### config.mk
export PLATFORM = sky130hd
export DESIGN_NAME = uart9_node
export DESIGN_NICKNAME = d
export VERILOG_FILES = /design/src/rtl/uart9_pkg.sv /design/src/rtl/uart9_tick.sv /design/src/rtl/uart9_tx.sv /design/src/rtl/uart9_rx.sv /design/src/rtl/uart9_node.sv
export SDC_FILE = /design/constraint.sdc
export NUM_CORES = 1
export LEC_CHECK = 0
export ABC_AREA = 1
export BUFFER_PORTS_ARGS = -buffer_cell sky130_fd_sc_hd__buf_2
export CORE_MARGIN = 2
export CORE_UTILIZATION = 54
export CTS_BUF_LIST = sky130_fd_sc_hd__clkbuf_8
export DETAILED_ROUTE_END_ITERATION = 12
export GPL_TIMING_DRIVEN = 0
export PLACE_DENSITY = 0.76
export SYNTH_ARGS = -nofsm -noshare
export SYNTH_HDL_FRONTEND = slang
export SYNTH_SLANG_ARGS = --single-unit
### constraint.sdc
create_clock -name clk -period 3.8 [get_ports clk]
set_clock_uncertainty 0.05 [all_clocks]
set_input_delay 0 -clock clk [delete_from_list [all_inputs] [get_ports clk]]
set_output_delay 0 -clock clk [all_outputs]
set_load 0.05 [all_outputs]
### src/rtl/uart9_pkg.sv
package uart9_pkg;
    localparam int OVS = 16;

    typedef enum logic [2:0] {
        TX_IDLE, TX_START, TX_DATA, TX_NINTH, TX_STOP
    } tx_state_t;

    typedef enum logic [2:0] {
        RX_IDLE, RX_START, RX_DATA, RX_NINTH, RX_STOP
    } rx_state_t;

    localparam logic [3:0] VOTE_A   = 4'd7;
    localparam logic [3:0] VOTE_B   = 4'd8;
    localparam logic [3:0] VOTE_C   = 4'd9;
    localparam logic [3:0] STOP_END = 4'd10;
    localparam logic [3:0] BIT_END  = 4'd15;
endpackage

### src/rtl/uart9_tick.sv
module uart9_tick #(
    parameter int DIV = 2
) (
    input  logic clk,
    input  logic rst_n,
    output logic tick
);
    localparam int CW = (DIV > 1) ? $clog2(DIV) : 1;
    localparam logic [CW-1:0] LAST = CW'(DIV - 1);

    logic [CW-1:0] cnt_q;

    always_ff @(posedge clk or negedge rst_n) begin
        if (!rst_n)            cnt_q <= '0;
        else if (cnt_q == LAST) cnt_q <= '0;
        else                   cnt_q <= cnt_q + 1'b1;
    end

    assign tick = (cnt_q == LAST);
endmodule

### src/rtl/uart9_tx.sv
module uart9_tx
    import uart9_pkg::*;
#(
    parameter int CLKS_PER_BIT = 32
) (
    input  logic       clk,
    input  logic       rst_n,
    input  logic       load,
    input  logic [7:0] din,
    input  logic       din9,
    output logic       txd,
    output logic       busy,
    output logic       done
);
    localparam int CW = $clog2(CLKS_PER_BIT);
    localparam logic [CW-1:0] LAST = CW'(CLKS_PER_BIT - 1);

    tx_state_t     state_q, state_d;
    logic [CW-1:0] cnt_q;
    logic [2:0]    bit_q;
    logic [7:0]    sh_q;
    logic          b9_q;
    logic          last;

    assign last = (cnt_q == LAST);

    always_comb begin
        state_d = state_q;
        unique case (state_q)
            TX_IDLE:  if (load) state_d = TX_START;
            TX_START: if (last) state_d = TX_DATA;
            TX_DATA:  if (last && bit_q == 3'd7) state_d = TX_NINTH;
            TX_NINTH: if (last) state_d = TX_STOP;
            TX_STOP:  if (last) state_d = TX_IDLE;
            default:  state_d = TX_IDLE;
        endcase
    end

    always_ff @(posedge clk or negedge rst_n) begin
        if (!rst_n) state_q <= TX_IDLE;
        else        state_q <= state_d;
    end

    always_ff @(posedge clk or negedge rst_n) begin
        if (!rst_n) begin
            cnt_q <= '0;
            bit_q <= '0;
            sh_q  <= '0;
            b9_q  <= 1'b0;
        end else begin
            if (state_q == TX_IDLE || last) cnt_q <= '0;
            else                            cnt_q <= cnt_q + 1'b1;
            if (state_q == TX_IDLE && load) begin
                sh_q  <= din;
                b9_q  <= din9;
                bit_q <= '0;
            end else if (state_q == TX_DATA && last) begin
                sh_q  <= {1'b0, sh_q[7:1]};
                bit_q <= bit_q + 1'b1;
            end
        end
    end

    always_comb begin
        unique case (state_q)
            TX_START: txd = 1'b0;
            TX_DATA:  txd = sh_q[0];
            TX_NINTH: txd = b9_q;
            default:  txd = 1'b1;
        endcase
        busy = (state_q != TX_IDLE);
        done = (state_q == TX_NINTH) && last;
    end
endmodule

### src/rtl/uart9_rx.sv
module uart9_rx
    import uart9_pkg::*;
(
    input  logic       clk,
    input  logic       rst_n,
    input  logic       en,
    input  logic       tick,
    input  logic       rxd_s,
    output logic       frame_done,
    output logic [7:0] dout,
    output logic       dout9
);
    rx_state_t  state_q, state_d;
    logic [3:0] scnt_q;
    logic [2:0] bit_q;
    logic [7:0] sh_q;
    logic       b9_q;
    logic       va_q, vb_q, maj_q;
    logic       bit_end;

    assign bit_end = tick && (scnt_q == BIT_END);

    always_comb begin
        state_d = state_q;
        if (!en) begin
            state_d = RX_IDLE;
        end else begin
            unique case (state_q)
                RX_IDLE:  if (!rxd_s) state_d = RX_START;
                RX_START: if (bit_end) state_d = maj_q ? RX_IDLE : RX_DATA;
                RX_DATA:  if (bit_end && bit_q == 3'd7) state_d = RX_NINTH;
                RX_NINTH: if (bit_end) state_d = RX_STOP;
                RX_STOP:  if (tick && scnt_q == STOP_END) state_d = RX_IDLE;
                default:  state_d = RX_IDLE;
            endcase
        end
    end

    always_ff @(posedge clk or negedge rst_n) begin
        if (!rst_n) state_q <= RX_IDLE;
        else        state_q <= state_d;
    end

    always_ff @(posedge clk or negedge rst_n) begin
        if (!rst_n) begin
            scnt_q <= '0;
            bit_q  <= '0;
            sh_q   <= '0;
            b9_q   <= 1'b0;
            va_q   <= 1'b1;
            vb_q   <= 1'b1;
            maj_q  <= 1'b1;
        end else if (state_q == RX_IDLE) begin
            scnt_q <= '0;
            bit_q  <= '0;
        end else if (tick) begin
            scnt_q <= scnt_q + 1'b1;
            if (scnt_q == VOTE_A) va_q <= rxd_s;
            if (scnt_q == VOTE_B) vb_q <= rxd_s;
            if (scnt_q == VOTE_C)
                maj_q <= (va_q & vb_q) | (va_q & rxd_s) | (vb_q & rxd_s);
            if (scnt_q == BIT_END && state_q == RX_DATA) begin
                sh_q  <= {maj_q, sh_q[7:1]};
                bit_q <= bit_q + 1'b1;
            end
            if (scnt_q == BIT_END && state_q == RX_NINTH) b9_q <= maj_q;
        end
    end

    always_comb begin
        frame_done = en && (state_q == RX_STOP) && tick && (scnt_q == STOP_END);
        dout       = sh_q;
        dout9      = b9_q;
    end
endmodule

### src/rtl/uart9_node.sv
module uart9_node
    import uart9_pkg::*;
#(
    parameter int CLKS_PER_BIT = 32
) (
    input  logic       clk,
    input  logic       rst_n,
    input  logic       reg_sel,
    input  logic       reg_wr,
    input  logic [7:0] reg_wdata,
    output logic [7:0] reg_rdata,
    input  logic       rxd,
    output logic       txd,
    output logic       irq
);
    localparam int TICK_DIV = (CLKS_PER_BIT / OVS > 0) ? CLKS_PER_BIT / OVS : 1;

    logic       txf_q, rxf_q, rb9_q, tb9_q, rx_en_q, mp_en_q, irq_en_q;
    logic [7:0] rbuf_q;
    logic       sync1_q, sync2_q;
    logic       tick, tx_busy, tx_done, tx_load;
    logic       frame_done, rx9, accept, wr_ctrl;
    logic [7:0] rx_byte;

    assign tx_load = reg_wr && reg_sel && !tx_busy;
    assign wr_ctrl = reg_wr && !reg_sel;
    assign accept  = frame_done && !rxf_q && (!mp_en_q || rx9);

    uart9_tick #(.DIV(TICK_DIV)) u_tick (
        .clk(clk), .rst_n(rst_n), .tick(tick)
    );

    uart9_tx #(.CLKS_PER_BIT(CLKS_PER_BIT)) u_tx (
        .clk(clk), .rst_n(rst_n), .load(tx_load), .din(reg_wdata),
        .din9(tb9_q), .txd(txd), .busy(tx_busy), .done(tx_done)
    );

    uart9_rx u_rx (
        .clk(clk), .rst_n(rst_n), .en(rx_en_q), .tick(tick), .rxd_s(sync2_q),
        .frame_done(frame_done), .dout(rx_byte), .dout9(rx9)
    );

    always_ff @(posedge clk or negedge rst_n) begin
        if (!rst_n) begin
            sync1_q <= 1'b1;
            sync2_q <= 1'b1;
        end else begin
            sync1_q <= rxd;
            sync2_q <= sync1_q;
        end
    end

    always_ff @(posedge clk or negedge rst_n) begin
        if (!rst_n) begin
            txf_q    <= 1'b0;
            rxf_q    <= 1'b0;
            rb9_q    <= 1'b0;
            tb9_q    <= 1'b0;
            rx_en_q  <= 1'b0;
            mp_en_q  <= 1'b0;
            irq_en_q <= 1'b0;
            rbuf_q   <= '0;
        end else begin
            if (wr_ctrl) begin
                tb9_q    <= reg_wdata[3];
                rx_en_q  <= reg_wdata[4];
                mp_en_q  <= reg_wdata[5];
                irq_en_q <= reg_wdata[6];
            end
            txf_q <= tx_done | (txf_q & (!wr_ctrl | reg_wdata[0]));
            rxf_q <= accept  | (rxf_q & (!wr_ctrl | reg_wdata[1]));
            if (accept) begin
                rbuf_q <= rx_byte;
                rb9_q  <= rx9;
            end
        end
    end

    always_comb begin
        if (reg_sel) reg_rdata = rbuf_q;
        else reg_rdata = {tx_busy, irq_en_q, mp_en_q, rx_en_q, tb9_q, rb9_q, rxf_q, txf_q};
        irq = irq_en_q && (txf_q || rxf_q);
    end
endmodule

### Word level (Yosys, flattened, before mapping)

Index checks and enable logic that the tools add are counted.
Widths: inputs -> output; s select.

| storage, ports and cells | value |
|---|---|
| latch bits | 0 |
| RAM bits | 0 |
| memories kept | 0 |
| register bits | 60 |
| logic and storage cells | 134 |
| bits in read-only memories | 0 |

| operators by class | value |
|---|---|
| bitwise logic cells | 12 |
| shift-type cells | 0 |
| magnitude comparators | 0 |
| equality and inequality tests | 26 |
| add/sub/neg operators | 5 |
| multiplexer cells | 27 |
| reduce and logical (&&, ||, !) cells | 40 |
| div/mod/pow operators | 0 |
| multiply operators | 0 |

Operators with widths:

| operator | count |
|---|---|
| $mux 3 | 16 |
| $pmux 3 s5 | 2 |
| $mux 8 | 3 |
| $logic_and 1x1->1 | 18 |
| $eq 4x4->1 const B | 4 |
| $reduce_and 3->1 | 5 |
| $eq 3x2->1 const B | 4 |
| $eq 3x3->1 const B | 4 |
| $ne 3x2->1 const B | 4 |
| $ne 2x1->1 const B | 5 |
| $reduce_and 5->1 | 2 |
| $mux 4 | 2 |
| $add 3x1->3 const B | 2 |
| $eq 3x1->1 const B | 2 |
| $logic_not 3->1 | 2 |
| $or 1x1->1 | 6 |
| $reduce_bool 2->1 | 3 |
| $add 5x1->5 const B | 1 |
| $and 1x1->1 | 5 |
| $eq 5x5->1 const B | 1 |
| $logic_not 1->1 | 5 |
| $mux 5 | 1 |
| $add 4x1->4 const B | 1 |
| $eq 4x3->1 const B | 1 |
| 9 further kinds | 11 |

### Logic depth before layout (Yosys ltp)

| logic depth | value |
|---|---|
| depth after elaboration | 7 |
| depth in mapped cells | 11 |
| depth with buffers taken out | 11 |

### By module

A second synthesis with hierarchy kept.

| second synthesis, totals | value |
|---|---|
| cells, all modules | 373 |
| area, all modules | 3,069.2 um^2 |

Modules (own cells, without submodules):

| module | cells each | times used | area an instance (um^2) |
|---|---|---|---|
| uart9_rx | 133 | 1 | 1,147.4 |
| uart9_tx | 139 | 1 | 1,108.6 |
| uart9_node | 99 | 1 | 784.5 |
| uart9_tick | 2 | 1 | 28.8 |

### Worst setup path after synthesis

Ideal clock, no wire load.

| path | value |
|---|---|
| path kind | register -> output |
| from | register u_tx.state_q[2] |
| to | output reg_rdata[7] |
| buffers on the path | 0 |
| cell stages (with the launch flop) | 5 |
| setup slack | 2,061 ps |
| arrival time | 1,689 ps |
| data required time | 3,750 ps |
| path through | dfrtp_1 nor2_1 nand2_1 inv_1 o21ai_0 |

| on the way | value |
|---|---|
| word-level cells in the longest chain between the ends | 2 |

RTL lines:

| what | line | source |
|---|---|---|
| start: declaration | uart9_tx.sv:18 | `tx_state_t state_q, state_d;` |
| start signal: assignment | uart9_tx.sv:41 | `else state_q <= state_d;` |
| $reduce_bool 3->1 | uart9_tx.sv:71 | `busy = (state_q != TX_IDLE);` |
| $mux 8 | uart9_node.sv:80 | `if (reg_sel) reg_rdata = rbuf_q;` |
| end: declaration | uart9_node.sv:11 | `output logic [7:0] reg_rdata,` |

No other way between the ends.

### Worst setup path after layout

| path | value |
|---|---|
| from | register u_tx.cnt_q[0] |
| to | register u_tx.sh_q[0] |

| on the way | value |
|---|---|
| word-level cells in the longest chain between the ends | 3 |

RTL lines:

| what | line | source |
|---|---|---|
| start: declaration | uart9_tx.sv:19 | `logic [CW-1:0] cnt_q;` |
| start signal: assignment | uart9_tx.sv:52 | `else cnt_q <= cnt_q + 1'b1;` |
| $eq 5x5->1 | uart9_tx.sv:25 | `assign last = (cnt_q == LAST);` |
| $logic_and 1x1->1 | uart9_tx.sv:57 | `end else if (state_q == TX_DATA && last) begin` |
| $reduce_bool 2->1 (no line) | -- |  |
| end signal: assignment | uart9_tx.sv:54 | `sh_q <= din;` |
| end signal: assignment | uart9_tx.sv:58 | `sh_q <= {1'b0, sh_q[7:1]};` |
| end: declaration | uart9_tx.sv:21 | `logic [7:0] sh_q;` |

No other way between the ends.
A chain may end at the register's enable or synchronous reset.

==> run_results.csv <==
group,metric,value,unit
run_status,status,"complete, no violations",
layout,stdcell_count,464,
yosys,synth_seq_cells,60,
layout,most-common-layout-cells,"nand2_1 (111), dfrtp_1 (55), inv_1 (42)",
clock_tree,h-tree-depth,3,
layout,fill_cells,412,
worst_setup_path,startpoint,"u_tx.cnt_q[0]$_DFF_PN0_",
worst_setup_path,critPathMaxStageDelay,0.37,ns
yosys,synthArstFlopShare,1.000,
sta,tightest_slew,0.7543,ns
worst_setup_path,critPathCaptureType,"register",
clock_tree,clkLatencyLatePin,0.34,ns
layout,utilization,0.6657,
placed_design,dp.cells,438,
yosys,ys_seq_area_frac,0.5143,
power_and_ir_drop,ir_worst_vdd,0.0003015,V
clock_tree,cts_buffer_depth,2,
yosys,syn_inst,347,
layout,mostFrequentLayoutCell,"nand2_1",
worst_setup_path,critical_path_class,"reg2reg",
worst_setup_path,critPathBufInv,1,
layout,area_growth,17.46,%
sta,rsz0062_at_grt,"false",
route,firstDrtPassIters,4,
layout,regArea,1508,um2
worst_setup_path,crit_chain,"ha_1, nand2_1, nor2_1, ha_1, nand2_1, nand2_1, inv_2, nand2_1, nand3_1",
clock_tree,cts_tree,"built",
layout,drive_gt1_frac,0.1827,
placed_design,placed_area,3124,um2
global_routing,grt_max_degree,61,
placed_design,io_buffers,21,
worst_hold_path,hp-start,"reg_wr",
sta,fmax,0.5762,GHz
worst_hold_path,whs_endpoint,"u_tx.b9_q$_DFFE_PN0P_",
clock_tree,cts_setup_buffers,0,
power_and_ir_drop,p_leak,1.772,nW
floorplanning,die_area,6034,um2
yosys,syn_avg_cell_area,8.448,um2
sta,report.final.slew_viol_count,0,
placed_design,dpl.hpwl,3949,um
clock_tree,clkTransAtPathRegs,0.07,ns
run,cap_violations,0,
worst_setup_path,cp_slowest_cell,"dfrtp_1",
floorplanning,die_height,77.68,um
route,routed_wl,5738,um
floorplanning,rows,26,
clock_tree,cts_buffers,9,
yosys,yosys_warnings,0,
floorplanning,io_pins,23,
sta,setup_viol_count_final,0,
yosys,synth_nets,370,
global_routing,antenna_found_initial,0,
route,drtAntennaViolNets,0,
layout,multiInputGateArea,1216,um2
global_routing,overflow,0,
worst_setup_path,cpMostUsedCell,"nand2_1",
layout,n_antenna_cell,0,
worst_setup_path,cp.arrival,1.91,ns
sta,post-route-min-period,1.736,ns
route,wl_per_cell,12.37,um
worst_setup_path,reg2reg_depth,9,
worst_setup_path,startpoint_type,"register",
floorplanning,core,5172,um2
route,viasPerCell,5.071,
placed_design,pre_cts_slack,2.108,ns
clock_tree,cts_resized,0,
worst_hold_path,min_path_cells,3,
worst_hold_path,hold_path.class,"in2reg",
route,drc,0,
sta,worst_slack,2.064,ns
clock_tree,clock_sinks,60,
layout,stdcell_area,3443,um2
power_and_ir_drop,cellPowerDensity,587.3,nW/um2
sta,hold_violations,0,
global_routing,grt_pass1_vias,2263,
worst_setup_path,worst-path-max-fanout,10,
sta,slew_headroom,0.4971,
yosys,syn_area,2932,um2
global_routing,grt_pass1_wl,9963,um
placed_design,globalplace.congestion,0.9109,
clock_tree,ctsHoldBuffers,10,
worst_setup_path,cpLargestDelayFamily,"simple AND/OR/NAND/NOR gates",
power_and_ir_drop,power,2.022,mW
yosys,synth.distinct_cells,29,
worst_setup_path,r2r-end,"u_tx.sh_q[0]$_DFFE_PN0P_",
sta,tns,0,ns
clock_tree,cts-root-buf,"clkbuf_8",
worst_setup_path,r2r_start,"u_tx.cnt_q[0]$_DFF_PN0_",
worst_setup_path,required,3.97,ns
route,dr.first_iter.drc_count,177,
yosys,synth_ff_type,"dfrtp_1",
sta,min_period_over_period,0.4567,
worst_setup_path,ff2ff_setup_slack,2.06,ns
sta,hold_ws,0.06278,ns
layout,final_nets,412,
global_routing,grt_usage,0.2116,
yosys,synth_edf_count,0,
floorplanning,start_util,0.5668,
floorplanning,dieWidth,77.68,um
route,vias,2353,
per-layer routing:
metal	global-route usage	part of all wire
met4	0.09107	0.023
met3	0.06163	0.037
met5	0	0
met1	0.2691	0.45
met2	0.3371	0.48
power by group:
| group | switching [mW] | leakage [nW] | internal, mW | total [mW] |
|---|---|---|---|---|
| clock | 0.240 | 0.117 | 0.381 | 0.621 |
| sequential | 0.0775 | 0.778 | 0.754 | 0.831 |
| combinational | 0.392 | 0.877 | 0.179 | 0.570 |
| total | 0.709 | 1.77 | 1.31 | 2.02 |
cell type report:
| class | count | share of cell area |
|---|---|---|
| flip-flops and latches | 60 | 0.4379 |
| multi-input cells | 238 | 0.3532 |
| repair buffers | 31 | 0.06032 |
| inverters | 44 | 0.04797 |
| clock buffers | 10 | 0.03997 |
| well taps | 70 | 0.02544 |
| clock inverters | 6 | 0.02289 |
| plain buffers | 5 | 0.01235 |
tightest hold or removal path: cells and delay by family:
| family | cells | cell delay (ns) |
|---|---|---|
| AO/OA/AOI/OAI | 1 | 0.11 |
| buffers and inverters | 1 | 0.12 |
| AND/OR/NAND/NOR | 1 | 0.18 |
cells by family (layout without fill, tap and decap cells):
kind of cell,Yosys count,in the layout,synth area share
and+or+nand+nor,177,177,0.2604
DFF,60,60,0.5143
buffers and inverters,49,96,0.07085
AOI/OAI and AO/OA,48,48,0.1020
adders and majority gates,11,11,0.04609
xor gates and xnor gates,1,1,0.002988
muxes,1,1,0.003415
registers in the layout, summed over array words and instances, names as in the netlist:
name,count
u_rx.dout9,1
rx_en_q,1
u_rx.scnt_q,4
txf_q,1
rb9_q,1
u_tx.state_q,3
sync2_q,1
u_rx.state_q,3
u_rx.bit_q,3
u_rx.va_q,1
sync1_q,1
u_rx.dout,8
mp_en_q,1
u_tick.tick,1
u_rx.vb_q,1
rbuf_q,8
u_tx.sh_q,8
u_tx.bit_q,3
u_rx.maj_q,1
irq_en_q,1
u_tx.b9_q,1
u_tx.cnt_q,5
rxf_q,1
tb9_q,1
Yosys cell counts, types with 2 or more instances:
cell type	n	area (um2)
nor2_4	2	22.52
nor3_1	4	20.02
ha_1	10	125.1
dfstp_2	5	131.4
nand3_1	24	120.1
buf_6	3	33.78
inv_1	41	153.9
o21ai_0	21	105.1
o21ai_2	15	131.4
o21ai_1	2	10.01
nor2_2	3	18.77
dfrtp_1	55	1376
inv_2	3	11.26
a21oi_1	9	45.04
nor2_1	26	97.59
nand2_1	111	416.7
worst max path at each step:
stage                                     endpoint  cells past startpoint
final                     u_tx.sh_q[0]$_DFFE_PN0P_                      9
after global routing      u_tx.sh_q[7]$_DFFE_PN0P_                      9
after CTS                 u_tx.sh_q[0]$_DFFE_PN0P_                      9
after detailed placement  u_tx.sh_q[0]$_DFFE_PN0P_                      9
after global placement    u_tx.sh_q[2]$_DFFE_PN0P_                      9
after floorplan                       reg_rdata[7]                      4
Note: power is estimated with default switching activity, not from simulation.
